## config.mk

```make
export PLATFORM = sky130hd
export DESIGN_NAME = ser_reg_slave
export DESIGN_NICKNAME = d
export VERILOG_FILES = /design/src/rtl/ser_slave_pkg.sv /design/src/rtl/ser_sync.sv /design/src/rtl/ser_edge.sv /design/src/rtl/ser_regbank.sv /design/src/rtl/ser_frame.sv /design/src/rtl/ser_reg_slave.sv
export SDC_FILE = /design/constraint.sdc
export NUM_CORES = 1
export LEC_CHECK = 0
export ABC_AREA = 1
export ABC_CLOCK_PERIOD_IN_PS = 4500
export BUFFER_PORTS_ARGS = -buffer_cell sky130_fd_sc_hd__buf_2
export CAP_MARGIN = 20
export CORE_MARGIN = 8
export CORE_UTILIZATION = 50
export CTS_BUF_LIST = sky130_fd_sc_hd__clkbuf_4 sky130_fd_sc_hd__clkbuf_8
export CTS_CLUSTER_SIZE = 12
export DETAILED_ROUTE_END_ITERATION = 8
export GPL_TIMING_DRIVEN = 0
export HOLD_SLACK_MARGIN = 0.06
export MAX_ROUTING_LAYER = met4
export PLACE_DENSITY = 0.65
export SETUP_SLACK_MARGIN = 0.4
export SYNTH_ARGS = -nofsm -noshare
export SYNTH_HDL_FRONTEND = slang
export SYNTH_SLANG_ARGS = --single-unit
```

## constraint.sdc

```tcl
create_clock -name clk -period 4.5 [get_ports clk]
set_input_delay 0.45 -clock clk [delete_from_list [all_inputs] [get_ports clk]]
set_output_delay 0.45 -clock clk [all_outputs]
set_load 0.01 [all_outputs]
```

## src/rtl/ser_slave_pkg.sv

```systemverilog
package ser_slave_pkg;
  typedef enum logic {
    DIR_WRITE = 1'b0,
    DIR_READ  = 1'b1
  } dir_e;

  function automatic dir_e dir_of(input logic flag);
    return flag ? DIR_READ : DIR_WRITE;
  endfunction
endpackage

```

## src/rtl/ser_sync.sv

```systemverilog
module ser_sync #(
  parameter int         W       = 1,
  parameter int         STAGES  = 2,
  parameter logic [W-1:0] RST_VAL = '0
) (
  input  logic         clk,
  input  logic         rst,
  input  logic [W-1:0] d,
  output logic [W-1:0] q
);
  logic [W-1:0] stg [STAGES];

  for (genvar g = 0; g < STAGES; g++) begin : g_stg
    if (g == 0) begin : g_first
      always_ff @(posedge clk) begin
        if (rst) stg[g] <= RST_VAL;
        else     stg[g] <= d;
      end
    end else begin : g_next
      always_ff @(posedge clk) begin
        if (rst) stg[g] <= RST_VAL;
        else     stg[g] <= stg[g-1];
      end
    end
  end

  assign q = stg[STAGES-1];
endmodule

```

## src/rtl/ser_edge.sv

```systemverilog
module ser_edge #(
  parameter logic RST_VAL = 1'b0
) (
  input  logic clk,
  input  logic rst,
  input  logic lvl,
  output logic rise,
  output logic fall
);
  logic prev;

  always_ff @(posedge clk) begin
    if (rst) prev <= RST_VAL;
    else     prev <= lvl;
  end

  assign rise = lvl & ~prev;
  assign fall = ~lvl & prev;

  // one edge kind per cycle
  p_edge_excl_r2: assert property (@(posedge clk) disable iff (rst)
    $countones({rise, fall}) <= 1);
endmodule

```

## src/rtl/ser_regbank.sv

```systemverilog
module ser_regbank #(
  parameter int AW = 7,
  parameter int DW = 8
) (
  input  logic          clk,
  input  logic          en,
  input  logic          we,
  input  logic [AW-1:0] addr,
  input  logic [DW-1:0] wdata,
  output logic [DW-1:0] rdata
);
  localparam int DEPTH = 1 << AW;

  logic [DW-1:0] mem [DEPTH];

  // single port, registered read: maps onto block RAM
  always_ff @(posedge clk) begin
    if (en) begin
      if (we) mem[addr] <= wdata;
      rdata <= mem[addr];
    end
  end
endmodule

```

## src/rtl/ser_frame.sv

```systemverilog
module ser_frame
  import ser_slave_pkg::*;
#(
  parameter int AW = 7,
  parameter int DW = 8
) (
  input  logic          clk,
  input  logic          rst,
  input  logic          cs_s,
  input  logic          rise,
  input  logic          fall,
  input  logic          sdi_s,
  input  logic          launch_on_fall,
  output logic          mem_en,
  output logic          mem_we,
  output logic [AW-1:0] mem_addr,
  output logic [DW-1:0] mem_wdata,
  input  logic [DW-1:0] mem_rdata,
  output logic          sdo_d,
  output logic          sdo_oe
);
  localparam int HDR_W   = AW + 1;
  localparam int FRAME_W = HDR_W + DW;
  localparam int CNT_W   = $clog2(FRAME_W + 1);
  localparam logic [CNT_W-1:0] CNT_HDR  = CNT_W'(HDR_W);
  localparam logic [CNT_W-1:0] CNT_LAST = CNT_W'(FRAME_W - 1);
  localparam logic [CNT_W-1:0] CNT_FULL = CNT_W'(FRAME_W);

  logic [CNT_W-1:0] cnt;
  logic [HDR_W-1:0] hdr;
  logic [DW-1:0]    dat;
  logic [DW-1:0]    shreg;
  logic             hdr_done;
  logic             load_pend;
  logic             oe;

  logic launch, in_hdr, last_bit;
  dir_e dir;

  assign launch   = launch_on_fall ? fall : rise;
  assign in_hdr   = (cnt < CNT_HDR);
  assign last_bit = rise && (cnt == CNT_LAST);
  assign dir      = dir_of(hdr[0]);

  // commit only on the final data bit of a write frame
  assign mem_we    = !cs_s && last_bit && (dir == DIR_WRITE);
  assign mem_en    = mem_we || (hdr_done && dir == DIR_READ);
  assign mem_addr  = hdr[HDR_W-1:1];
  assign mem_wdata = {sdi_s, dat[DW-1:1]};

  always_ff @(posedge clk) begin
    if (rst) begin
      cnt       <= '0;
      hdr       <= '0;
      dat       <= '0;
      shreg     <= '0;
      hdr_done  <= 1'b0;
      load_pend <= 1'b0;
      oe        <= 1'b0;
    end else begin
      hdr_done  <= 1'b0;
      load_pend <= hdr_done && (dir == DIR_READ) && !cs_s;
      if (cs_s) begin
        // select high ends or aborts the frame
        cnt <= '0;
        oe  <= 1'b0;
      end else begin
        // capture on rising edges, lowest bit first
        if (rise && cnt != CNT_FULL) begin
          cnt <= cnt + 1'b1;
          if (in_hdr) hdr <= {sdi_s, hdr[HDR_W-1:1]};
          else        dat <= {sdi_s, dat[DW-1:1]};
          if (cnt == CNT_HDR - 1'b1) hdr_done <= 1'b1;
        end
        // first launch edge enables D0, later ones shift
        if (load_pend) begin
          shreg <= mem_rdata;
        end else if (launch && !in_hdr && dir == DIR_READ) begin
          if (!oe) oe <= 1'b1;
          else     shreg <= {1'b0, shreg[DW-1:1]};
        end
      end
    end
  end

  assign sdo_d  = shreg[0];
  assign sdo_oe = oe;

  p_oe_cs_r7: assert property (@(posedge clk) disable iff (rst)
    cs_s |=> !sdo_oe);
  p_oe_hdr_r7: assert property (@(posedge clk) disable iff (rst)
    sdo_oe |-> (cnt >= CNT_HDR));
  p_cnt_clr_r4: assert property (@(posedge clk) disable iff (rst)
    cs_s |=> (cnt == '0));
  p_cnt_max_r9: assert property (@(posedge clk) disable iff (rst)
    cnt <= CNT_FULL);
  p_wr_single_r3: assert property (@(posedge clk) disable iff (rst)
    mem_we |=> !mem_we);
  p_rd_load_r1: assert property (@(posedge clk) disable iff (rst)
    load_pend |-> ($past(mem_en) && !$past(mem_we)));
endmodule

```

## src/rtl/ser_reg_slave.sv

```systemverilog
module ser_reg_slave #(
  parameter int ADDR_W      = 7,
  parameter int DATA_W      = 8,
  parameter int SYNC_STAGES = 2
) (
  input  logic clk,
  input  logic rst,
  input  logic launch_on_fall,
  input  logic cs_n,
  input  logic sclk,
  input  logic sdi,
  output logic sdo_d,
  output logic sdo_oe
);
  logic [2:0] sync_q;
  logic cs_s, sclk_s, sdi_s, rise, fall;
  logic mem_en, mem_we;
  logic [ADDR_W-1:0] mem_addr;
  logic [DATA_W-1:0] mem_wdata, mem_rdata;

  ser_sync #(.W(3), .STAGES(SYNC_STAGES), .RST_VAL(3'b100)) u_sync (
    .clk(clk), .rst(rst), .d({cs_n, sclk, sdi}), .q(sync_q)
  );
  assign {cs_s, sclk_s, sdi_s} = sync_q;

  ser_edge #(.RST_VAL(1'b0)) u_edge (
    .clk(clk), .rst(rst), .lvl(sclk_s), .rise(rise), .fall(fall)
  );

  ser_frame #(.AW(ADDR_W), .DW(DATA_W)) u_frame (
    .clk(clk), .rst(rst), .cs_s(cs_s), .rise(rise), .fall(fall),
    .sdi_s(sdi_s), .launch_on_fall(launch_on_fall),
    .mem_en(mem_en), .mem_we(mem_we), .mem_addr(mem_addr),
    .mem_wdata(mem_wdata), .mem_rdata(mem_rdata),
    .sdo_d(sdo_d), .sdo_oe(sdo_oe)
  );

  ser_regbank #(.AW(ADDR_W), .DW(DATA_W)) u_bank (
    .clk(clk), .en(mem_en), .we(mem_we), .addr(mem_addr),
    .wdata(mem_wdata), .rdata(mem_rdata)
  );

  p_reset_quiet_r8: assert property (@(posedge clk)
    $past(rst) |-> !sdo_oe);
endmodule

```

**After elaboration in Yosys (flattened, before gate mapping)**

Memory sizes are Yosys's and may differ from the RTL's. A register that Yosys moved wholly into a read port is not among the register bits.
Cells that the tools add are included.

- $add $sub $neg: 1
- Magnitude comparators: 1
- Equality and inequality tests: 3
- Muxes and demuxes: 14
- Bitwise gates (word level): 11
- Reduce and logical (&&, ||, !) cells: 19

Operators with widths:

| operator | number |
|---|---|
| $mux W8 | 3 |
| $mux W1 | 9 |
| $reduce_and A3 Y1 | 3 |
| $logic_and A1 B1 Y1 | 8 |
| $not A1 Y1 | 7 |
| $mux W3 | 2 |
| $add A5 B1 Y5 const B | 1 |
| $eq A5 B3 Y1 const B | 1 |
| $eq A5 B4 Y1 const B | 1 |
| $lt A5 B4 Y1 const B | 1 |
| $ne A5 B5 Y1 const B | 1 |
| $reduce_bool A2 Y1 | 2 |
| $reduce_or A3 Y1 | 1 |
| $and A1 B1 Y1 | 2 |
| $logic_not A1 Y1 | 2 |
| $or A1 B1 Y1 | 2 |
| $reduce_and A2 Y1 | 1 |
| $reduce_or A2 Y1 | 1 |
| $logic_or A1 B1 Y1 | 1 |

- Flip-flop bits (word level): 33
- Memory bits (writable): 1030
- Input bits: 6
- Output and inout port bits: 2
- Memories kept: 2

Memories:

| memory | depth | bits a word | rd ports | clocked after memory_dff | write ports | RTL line | text |
|---|---|---|---|---|---|---|---|
| u_bank.mem | 128 | 8 | 1 | 1 | 1 | ser_regbank.sv:14 | `logic [DW-1:0] mem [DEPTH];` |
| u_sync.stg | 2 | 3 | 2 | 0 | 2 | ser_sync.sv:11 | `logic [W-1:0] stg [STAGES];` |

**Logic depth before layout (Yosys ltp)**

Gate-level depths: netlist of run 1.

- Depth after elaboration: 8
- Depth in mapped cells: 16
- Depth with buffers taken out: 13

**By module**

A second synthesis of run 1 with hierarchy kept.

- Cells, all modules: 4599
- Area, all modules: 45627.5 sq um

Modules (own cells, without submodules):

| module | times used | cells each | area each (sq um) | seq. area each (sq um) |
|---|---|---|---|---|
| ser_regbank | 1 | 4381 | 44024.7 | 30989.7 |
| ser_frame | 1 | 193 | 1395.1 | 620.6 |
| ser_sync | 1 | 19 | 168.9 | 120.1 |
| ser_edge | 1 | 6 | 38.8 | 20.0 |

**Worst setup path before layout of run 1**

No wires, ideal clock.

- Path kind: register to register
- Start: register u_frame.dat[2]
- End: memory u_bank.mem[0][1] (data pin)
- Library setup time: 0.531 ns
- Data arrival time: 1.850 ns
- Required time: 3.969 ns
- Setup slack: 2.118 ns
- Stages on the path, launching flop included: 1
- Period minus slack after synthesis: 2.382 ns
- Cells stage by stage: dfxtp_1

RTL lines:

| what | RTL line | text |
|---|---|---|
| start, declared | ser_frame.sv:31 | `logic [DW-1:0] dat;` |
| start signal, assigned | ser_frame.sv:72 | `else dat <= {sdi_s, dat[DW-1:1]};` |
| end, declared | ser_regbank.sv:14 |  |

No word-level cell before the write port.

**Final worst setup path of run 1**

- Start: register u_frame.hdr[2]
- End: memory u_bank.mem[28][0], enable pin

RTL lines:

| what | RTL line | text |
|---|---|---|
| start, declared | ser_frame.sv:30 | `logic [HDR_W-1:0] hdr;` |
| start signal, assigned | ser_frame.sv:71 | `if (in_hdr) hdr <= {sdi_s, hdr[HDR_W-1:1]};` |

No word-level cell before the write port.

==> PnR_summary.wiki, run 1 <==
{| class="wikitable"
! Metric !! Value
|-
| Maximum number of pins on one net before global-route repair || 81
|-
| Count of endpoints failing setup in the final report || 0
|-
| Final core utilization || 56.2%
|-
| Worst min path class || input pin to flip-flop
|-
| Cells after synthesis || 4,573
|-
| Biggest fanout along the worst timing path || 10
|-
| YS warnings || 0
|-
| Final TNS setup || 0 ns
|-
| Total die area || 101,000 µm²
|-
| Post-synth ARST share || 0%
|-
| Number of flops mapped to enable cells by yosys || 1,032
|-
| Shortest clock period the worst path allows after layout || 4.16 ns
|-
| Critical path's largest stage delay || 0.83 ns
|-
| Total via count after detailed routing || 32,000
|-
| Series of cell instances along the critical path || buf_2, buf_2, nor2_2, nand3_1, buf_2, nor2_1
|-
| Maximum resistive drop on vdd || 0.295 mV
|-
| Clock network latency to the later pin of the worst-skew pair || 0.85 ns
|-
| CTS tree || done
|-
| Worst-case register-to-register setup slack || 0.34 ns
|-
| Half-perimeter wire length of the detailed placement result || 85,000 µm
|-
| Result of the run || finished, final reports clean
|-
| Row Count || 110
|-
| Global-route wire length before repair || 190,000 µm
|-
| Layout cells sized above 1 || 9.59%
|-
| Sequential group share of total power || 55.7%
|-
| Buffers inserted during post-CTS setup optimization || 0
|-
| Net switching power figure || 4.14 mW
|-
| Delay-heaviest family, CP || simple AND/OR/NAND/NOR gates
|-
| Worst Path Buf+Inv || 3
|-
| Slew Limit Fails || 0
|-
| Cell variety after synth || 24
|-
| Remaining antenna violation count || 0
|-
| Area used by multi-input combinational logic || 12,200 µm²
|-
| Leakage power summed over all cells || 19.4 nW
|-
| Average detailed-routed wire length per instance || 21.3 µm
|-
| Slew at the pin closest to its max-slew limit || 1.15 ns
|-
| Average vias per placed instance || 5.25
|-
| Register area || 31,800 µm²
|-
| Area fraction of the dominant cell type after synthesis || 68.3%
|-
| Layout overhead on the synthesized area || 11.5%
|-
| Startpoint type of the worst setup path || flip-flop
|-
| Number of remaining DRC errors || 0
|-
| Boundary Pins || 8
|-
| All-layer global routing usage || 26.5%
|-
| Flip-flop cell with the highest count after synthesis || sky130_fd_sc_hd__edfxtp_1
|-
| Via count of the first global-routing pass || 30,500
|-
| CTS H-tree lvls || 4
|-
| Required time of the critical path || 4.95 ns
|-
| Tightest slew margin relative to the limit || 23.5%
|-
| Slowest CP cell || sky130_fd_sc_hd__nor2_1
|-
| Number of inserted filler cells in the final layout || 7,896
|-
| Chip Width || 317 µm
|-
| Comb power frac || 2.1%
|-
| Sequential cell area fraction in the yosys report || 69.9%
|-
| Total power per unit cell area || 382 nW/µm²
|-
| Post-placement setup slack || 0.520 ns
|-
| Clock Sink Count || 1,070
|-
| Cell type with the highest occurrence count on the critical path || sky130_fd_sc_hd__buf_2
|-
| Unrepaired setup endpoints after global routing || yes
|-
| Final period util || 92.5%
|-
| Count of TritonRoute iterations in the first routing pass || 6
|-
| Reported max-cap violation count || 0
|-
| Most frequent cell after synthesis || sky130_fd_sc_hd__nand2_1
|-
| Total standard cell area after synthesis || 45,400 µm²
|-
| Post-place instance area || 47,200 µm²
|-
| Buffers on Ports || 7
|-
| Final Power || 19.3 mW
|-
| Worst Clk Skew || 0.0417 ns
|-
| Post-synthesis net count || 4,582
|-
| Clock slew at the register clock pins of the worst setup and hold paths || 0.06 ns
|-
| Antenna violations before repair || 4
|-
| Core region area || 90,000 µm²
|-
| Part of the total power dissipated in the clock network || 42.2%
|-
| Mapped Avg Cell Area || 9.93 µm²
|-
| Initial Utilization || 50.4%
|-
| Synth cell count leaders || 2,791 x sky130_fd_sc_hd__nand2_1, 1,032 x sky130_fd_sc_hd__edfxtp_1, 254 x sky130_fd_sc_hd__nor2_1
|-
| Clock tree buffer depth || 3
|-
| Worst setup margin || 0.337 ns
|-
| Switch share || 21.4%
|-
| Number of CTS-inserted buffers || 174
|-
| Hold Vio Cnt, Final || 0
|-
| Arr. time, crit path || 4.62 ns
|-
| Final weighted congestion in routability-driven placement || 0.951
|-
| Cell internal power dissipation || 15.2 mW
|-
| Library cell occupying the most area in the post-synthesis netlist || sky130_fd_sc_hd__edfxtp_1
|-
| Ranking of synthesized cells by area || sky130_fd_sc_hd__edfxtp_1 68%, sky130_fd_sc_hd__nand2_1 23%, sky130_fd_sc_hd__nor2_1 2.1%
|-
| Number of nets in the layout || 4,783
|-
| 1st-iter DRT viols || 3,837
|-
| Worst setup EP type || flip-flop
|-
| Number of synthesized register bits || 1,070
|-
| Post-route standard cell area excluding fillers || 50,600 µm²
|-
| Die outline height || 317 µm
|-
| Max Freq || 0.240 GHz
|-
| Grt ovf || 0
|-
| Total wire length || 130,000 µm
|-
| Root buffer cell || sky130_fd_sc_hd__clkbuf_8
|-
| Startpoint-to-endpoint class of the critical path || flip-flop to flip-flop
|}
==> cells in the final DEF, fill, tap and decap left out, types with 2 or more instances in the layout <==
master | netlist | final
sky130_fd_sc_hd__nor2_2 | 3 | 4
sky130_fd_sc_hd__inv_1 | 96 | 96
sky130_fd_sc_hd__nor2_1 | 254 | 253
sky130_fd_sc_hd__clkinv_2 | 0 | 12
sky130_fd_sc_hd__buf_1 | 28 | 28
sky130_fd_sc_hd__buf_6 | 6 | 6
sky130_fd_sc_hd__edfxtp_1 | 1032 | 1032
sky130_fd_sc_hd__buf_2 | 134 | 141
sky130_fd_sc_hd__nand4_1 | 3 | 3
sky130_fd_sc_hd__inv_8 | 0 | 2
sky130_fd_sc_hd__o21ai_0 | 38 | 38
sky130_fd_sc_hd__clkbuf_8 | 0 | 179
sky130_fd_sc_hd__buf_12 | 0 | 3
sky130_fd_sc_hd__ha_1 | 3 | 3
sky130_fd_sc_hd__clkbuf_4 | 0 | 70
sky130_fd_sc_hd__or2_1 | 2 | 2
sky130_fd_sc_hd__dfxtp_1 | 38 | 30
sky130_fd_sc_hd__inv_6 | 1 | 5
sky130_fd_sc_hd__clkinv_1 | 1 | 39
sky130_fd_sc_hd__dlygate4sd3_1 | 0 | 6
sky130_fd_sc_hd__clkinvlp_4 | 0 | 4
sky130_fd_sc_hd__clkbuf_1 | 41 | 41
sky130_fd_sc_hd__nand2_1 | 2791 | 2791
sky130_fd_sc_hd__a21oi_1 | 32 | 32
sky130_fd_sc_hd__buf_4 | 13 | 13
sky130_fd_sc_hd__dfxtp_4 | 0 | 8
sky130_fd_sc_hd__o211ai_1 | 3 | 3
sky130_fd_sc_hd__buf_16 | 0 | 8
sky130_fd_sc_hd__nand3_1 | 40 | 39
sky130_fd_sc_hd__or2_2 | 11 | 11
==> power groups by stage <==
stage / clock network, mW / registers (mW) / logic, mW
after CTS: 8.22 / 10.8 / 0.394
after detailed placement: 0 / 11.0 / 0.388
after global placement: 0 / 11.0 / 0.375
after global routing: 8.62 / 10.8 / 0.443
after floorplan: 0 / 11.0 / 0.235
final: 8.15 / 10.8 / 0.406
==> path summary, 6_finish.rpt <==
path                         start                 to  cells after the start
hold reg to reg   u_sync.stg[0][0]   u_sync.stg[1][0]                      2
setup reg to reg    u_frame.hdr[2]  u_bank.mem[28][0]                      6
hold / removal      launch_on_fall     u_frame.sdo_oe                      5
setup / recovery    u_frame.hdr[2]  u_bank.mem[28][0]                      6
==> what timing repair did <==
| item | 4_1_cts | 5_1_grt |
|---|---|---|
| setup endpoints to repair | 0 | 11 |
| hold endpoints to repair | 6 | 0 |
| resized for setup | 0 | 2 |
| hold buffers | 6 | 0 |
==> registers in the layout, indices dropped and copies added, names as in the netlist <==
| signal | cells |
|---|---|
| u_bank.mem | 1024 |
| u_bank.rdata | 8 |
| u_edge.prev | 1 |
| u_frame.cnt | 5 |
| u_frame.dat | 7 |
| u_frame.hdr | 8 |
| u_frame.hdr_done | 1 |
| u_frame.load_pend | 1 |
| u_frame.sdo_oe | 1 |
| u_frame.shreg | 8 |
| u_sync.stg | 6 |
==> through the flow <==
stage / hold slack, ns / std cells
floorplan: 0.388 / 4573
global placement: 0.393 / 5756
detailed placement: 0.396 / 5768
CTS: 0.0614 / 6085
global route: 0.157 / 6086
finish: 0.119 / 6086
==> cell type report <==
type                    instances  share of cell area [%]
flip-flops and latches       1070                    62.8
multi-input cells            3182                    24.1
clock buffers                 249                    5.90
well taps                    1176                    2.91
plain buffers                 222                    2.16
repair buffers                 25                   0.771
inverters                      99                   0.744
clock inverters                62                   0.665
diodes                          1                 0.00494
==> worst reg2reg max path, cell delays in order, from the launching register on <==
cell and delay, ns:
sky130_fd_sc_hd__dfxtp_1 0.32, sky130_fd_sc_hd__buf_2 0.22, sky130_fd_sc_hd__buf_2 0.30, sky130_fd_sc_hd__nor2_2 0.75, sky130_fd_sc_hd__nand3_1 0.77, sky130_fd_sc_hd__buf_2 0.57, sky130_fd_sc_hd__nor2_1 0.84
==> cells by family (layout without fill, tap and decap cells) <==
kind of cell | count (synthesis) | after routing | synth area share, %
adders and majority gates | 3 | 3 | 0.0827
buffers and inverters | 321 | 657 | 3.24
other | 0 | 1 | 0
DFF | 1070 | 1070 | 69.9
AOI/OAI and AO/OA | 73 | 73 | 0.821
and+or+nand+nor | 3106 | 3106 | 25.9
==> per-layer routing <==
layer | part of all wire, % | wire, µm | track usage, %
met2 | 47 | 60300 | 41.6
met5 | 0 | 0 | -
met3 | 9.7 | 12600 | 5.72
met1 | 40 | 51600 | 33.9
met4 | 3.9 | 5110 | 10.4
(Power assumes the default switching activity.)
==> run 2: changes to the inputs <==
CORE_MARGIN = 2   (was 8)
CTS_BUF_LIST = sky130_fd_sc_hd__clkbuf_16   (was sky130_fd_sc_hd__clkbuf_4 sky130_fd_sc_hd__clkbuf_8)
TNS_END_PERCENT = 1   (was unset)
==> run 2 against run 1 <==
Critical endpoint is now u_bank.mem[32][7]; first-iteration DRC count shrank 6.2%; via count decreased by 0.74%; largest cell class unchanged; highest routed layer unchanged; wire length is 0.69% lower.
==> PnR_summary.wiki, run 2 (synthesized netlist as in run 1, its figures left out) <==
{| class="wikitable"
! Metric !! Value
|-
| Result of the run || finished, final reports clean
|-
| Unrepaired setup endpoints after global routing || yes
|-
| Clock slew at the register clock pins of the worst setup and hold paths || 0.06 ns
|-
| Remaining antenna violation count || 0
|-
| Final Power || 19.7 mW
|-
| Grt ovf || 0
|-
| Slew at the pin closest to its max-slew limit || 1.27 ns
|-
| Highest-count cells in the layout ignoring fill and taps || 2,791 x sky130_fd_sc_hd__nand2_1, 1,032 x sky130_fd_sc_hd__edfxtp_1, 254 x sky130_fd_sc_hd__nor2_1
|-
| Maximum resistive drop on vdd || 0.275 mV
|-
| Buffers on Ports || 7
|-
| Arr. time, crit path || 4.47 ns
|-
| Count of TritonRoute iterations in the first routing pass || 6
|-
| Post-placement setup slack || 0.552 ns
|-
| Reported max-cap violation count || 0
|-
| Number of flip-flops under the largest register name || 1,024
|-
| Final period util || 93.0%
|-
| Final weighted congestion in routability-driven placement || 0.961
|-
| Cell type with the highest occurrence count on the critical path || sky130_fd_sc_hd__buf_2
|-
| Terminus of the critical flop-to-flop path || u_bank.mem[32][7]
|-
| Via count of the first global-routing pass || 29,700
|-
| Chip Width || 305 µm
|-
| Root buffer cell || sky130_fd_sc_hd__clkbuf_16
|-
| Series of cell instances along the critical path || buf_2, buf_2, nor2_2, nand3_1, buf_2, nor2_1
|-
| Worst min path class || input pin to flip-flop
|-
| Origin of the critical flop-to-flop path || u_frame.hdr[2]
|-
| Maximum number of pins on one net before global-route repair || 75
|-
| Average vias per placed instance || 5.32
|-
| Delay-heaviest family, CP || simple AND/OR/NAND/NOR gates
|-
| Layout overhead on the synthesized area || 11.4%
|-
| Total power per unit cell area || 390 nW/µm²
|-
| Final core utilization || 56.2%
|-
| Startpoint type of the worst setup path || flip-flop
|-
| Row Count || 110
|-
| Post-place instance area || 47,200 µm²
|-
| Number of CTS-inserted buffers || 110
|-
| Shortest clock period the worst path allows after layout || 4.19 ns
|-
| Post-cts sizing count || 0
|-
| Half-perimeter wire length of the detailed placement result || 85,000 µm
|-
| Worst-case register-to-register setup slack || 0.31 ns
|-
| Clock network latency to the later pin of the worst-skew pair || 0.69 ns
|-
| Antenna violations before repair || 3
|-
| Max Freq || 0.239 GHz
|-
| Slowest CP cell || sky130_fd_sc_hd__nor2_1
|-
| Average detailed-routed wire length per instance || 21.6 µm
|-
| Total wire length || 129,000 µm
|-
| CTS tree || done
|-
| Post-route standard cell area excluding fillers || 50,600 µm²
|-
| Worst Clk Skew || 0.0265 ns
|-
| Largest Register || u_bank.mem
|-
| All-layer global routing usage || 28.4%
|-
| Startpoint-to-endpoint class of the critical path || flip-flop to flip-flop
|-
| Worst setup EP type || flip-flop
|-
| Worst Path Buf+Inv || 3
|-
| Worst setup margin || 0.315 ns
|-
| Clock tree buffer depth || 3
|-
| Number of remaining DRC errors || 0
|-
| Worst r2r path cells || 6
|-
| Die outline height || 305 µm
|-
| Initial Utilization || 50.4%
|-
| Endpoint of the worst hold-timing path || u_frame.sdo_oe
|-
| Number of inserted filler cells in the final layout || 7,763
|-
| Total die area || 93,200 µm²
|-
| Core region area || 90,000 µm²
|-
| Layout cells sized above 1 || 6.90%
|-
| Biggest fanout along the worst timing path || 10
|-
| Hold Vio Cnt, Final || 0
|-
| Most common cell after layout, fill and taps aside || sky130_fd_sc_hd__nand2_1
|-
| Count of endpoints failing setup in the final report || 0
|-
| Slew Limit Fails || 0
|-
| Clock Sink Count || 1,070
|-
| 1st-iter DRT viols || 3,598
|-
| CTS H-tree lvls || 3
|-
| Global-route wire length before repair || 189,000 µm
|-
| Total via count after detailed routing || 31,700
|-
| Required time of the critical path || 4.79 ns
|-
| Final TNS setup || 0 ns
|-
| Boundary Pins || 8
|-
| Leakage power summed over all cells || 19.4 nW
|-
| Critical path's largest stage delay || 0.84 ns
|-
| Instance count on the critical path || 6
|-
| Worst hold stages || 5
|-
| Hold Path Origin || launch_on_fall
|-
| Tightest slew margin relative to the limit || 15.0%
|-
| Number of nets in the layout || 4,715
|}
==> run 2: cell count changes in the layout (fill, tap and decap cells not counted), sizes merged <==
cell         previous run  this run
inv                   104       135
dlygate4sd3             6         4
clkinv                 52        35
bufinv                  1         6
diode                   1         3
buf                   200       198
clkinvlp                4         0
clkbuf                290       154
==> run 2: report_power, final <==
part | leakage [nW] | switching [mW] | internal [mW]
registers | 7.73 | 0.0112 | 10.8
clock network | 1.77 | 3.74 | 4.83
logic | 9.85 | 0.298 | 0.104
total | 19.4 | 4.05 | 15.7
==> run 2: metrics by stage <==
step | std cells | hold slack [ns]
after CTS | 5960 | 0.261
after global routing | 5961 | 0.286
after detailed placement | 5766 | 0.392
final | 5963 | 0.267
after global placement | 5756 | 0.392
after floorplan | 4573 | 0.388
==> run 2: layer usage <==
layer	share of wire (%)	global-route usage, %	vias up
li1	-	-	15000
met1	41	38.0	15000
met2	46	44.4	1416
met3	8.6	4.51	293
met4	3.9	10.5	0
met5	0	-	-
==> run 2: how the worst max path moves through the flow <==
stage | slack (ns) | from | endpoint
floorplan | 2.12 | u_frame.dat[2] | u_bank.mem[0][1]
global placement | -0.99 | u_frame.dat[4] | u_bank.mem[33][3]
detailed placement | 0.55 | u_frame.hdr[2] | u_bank.mem[32][1]
CTS | 0.51 | u_frame.hdr[2] | u_bank.mem[32][7]
global route | 0.35 | u_frame.cnt[1] | u_bank.mem[47][4]
finish | 0.31 | u_frame.hdr[2] | u_bank.mem[32][7]
==> run 2: worst min-delay path, stage by stage <==
cell                       delay, ns
sky130_fd_sc_hd__buf_2          0.10
sky130_fd_sc_hd__o211ai_1       0.13
sky130_fd_sc_hd__nor2_1         0.12
sky130_fd_sc_hd__nor2_1         0.05
sky130_fd_sc_hd__nor2_1         0.07
==> run 2: area by class of cell <==
cell class / count / area (µm²) / share of cell area [%]
inverter: 99 / 377 / 0.745
clock buffer: 113 / 2830 / 5.59
tap: 1176 / 1470 / 2.91
multi-input combinational: 3182 / 12200 / 24.1
sequential: 1070 / 31800 / 62.8
timing repair buffer: 21 / 343 / 0.678
antenna: 3 / 7.51 / 0.0148
clock inverter: 77 / 504 / 0.997
buffer: 222 / 1090 / 2.16
==> run 2: repair_timing <==
action | CTS | global route
hold buffers | 4 | 0
setup endpoints to repair | 0 | 23
buffers inserted | 0 | 0
hold endpoints to repair | 4 | 0
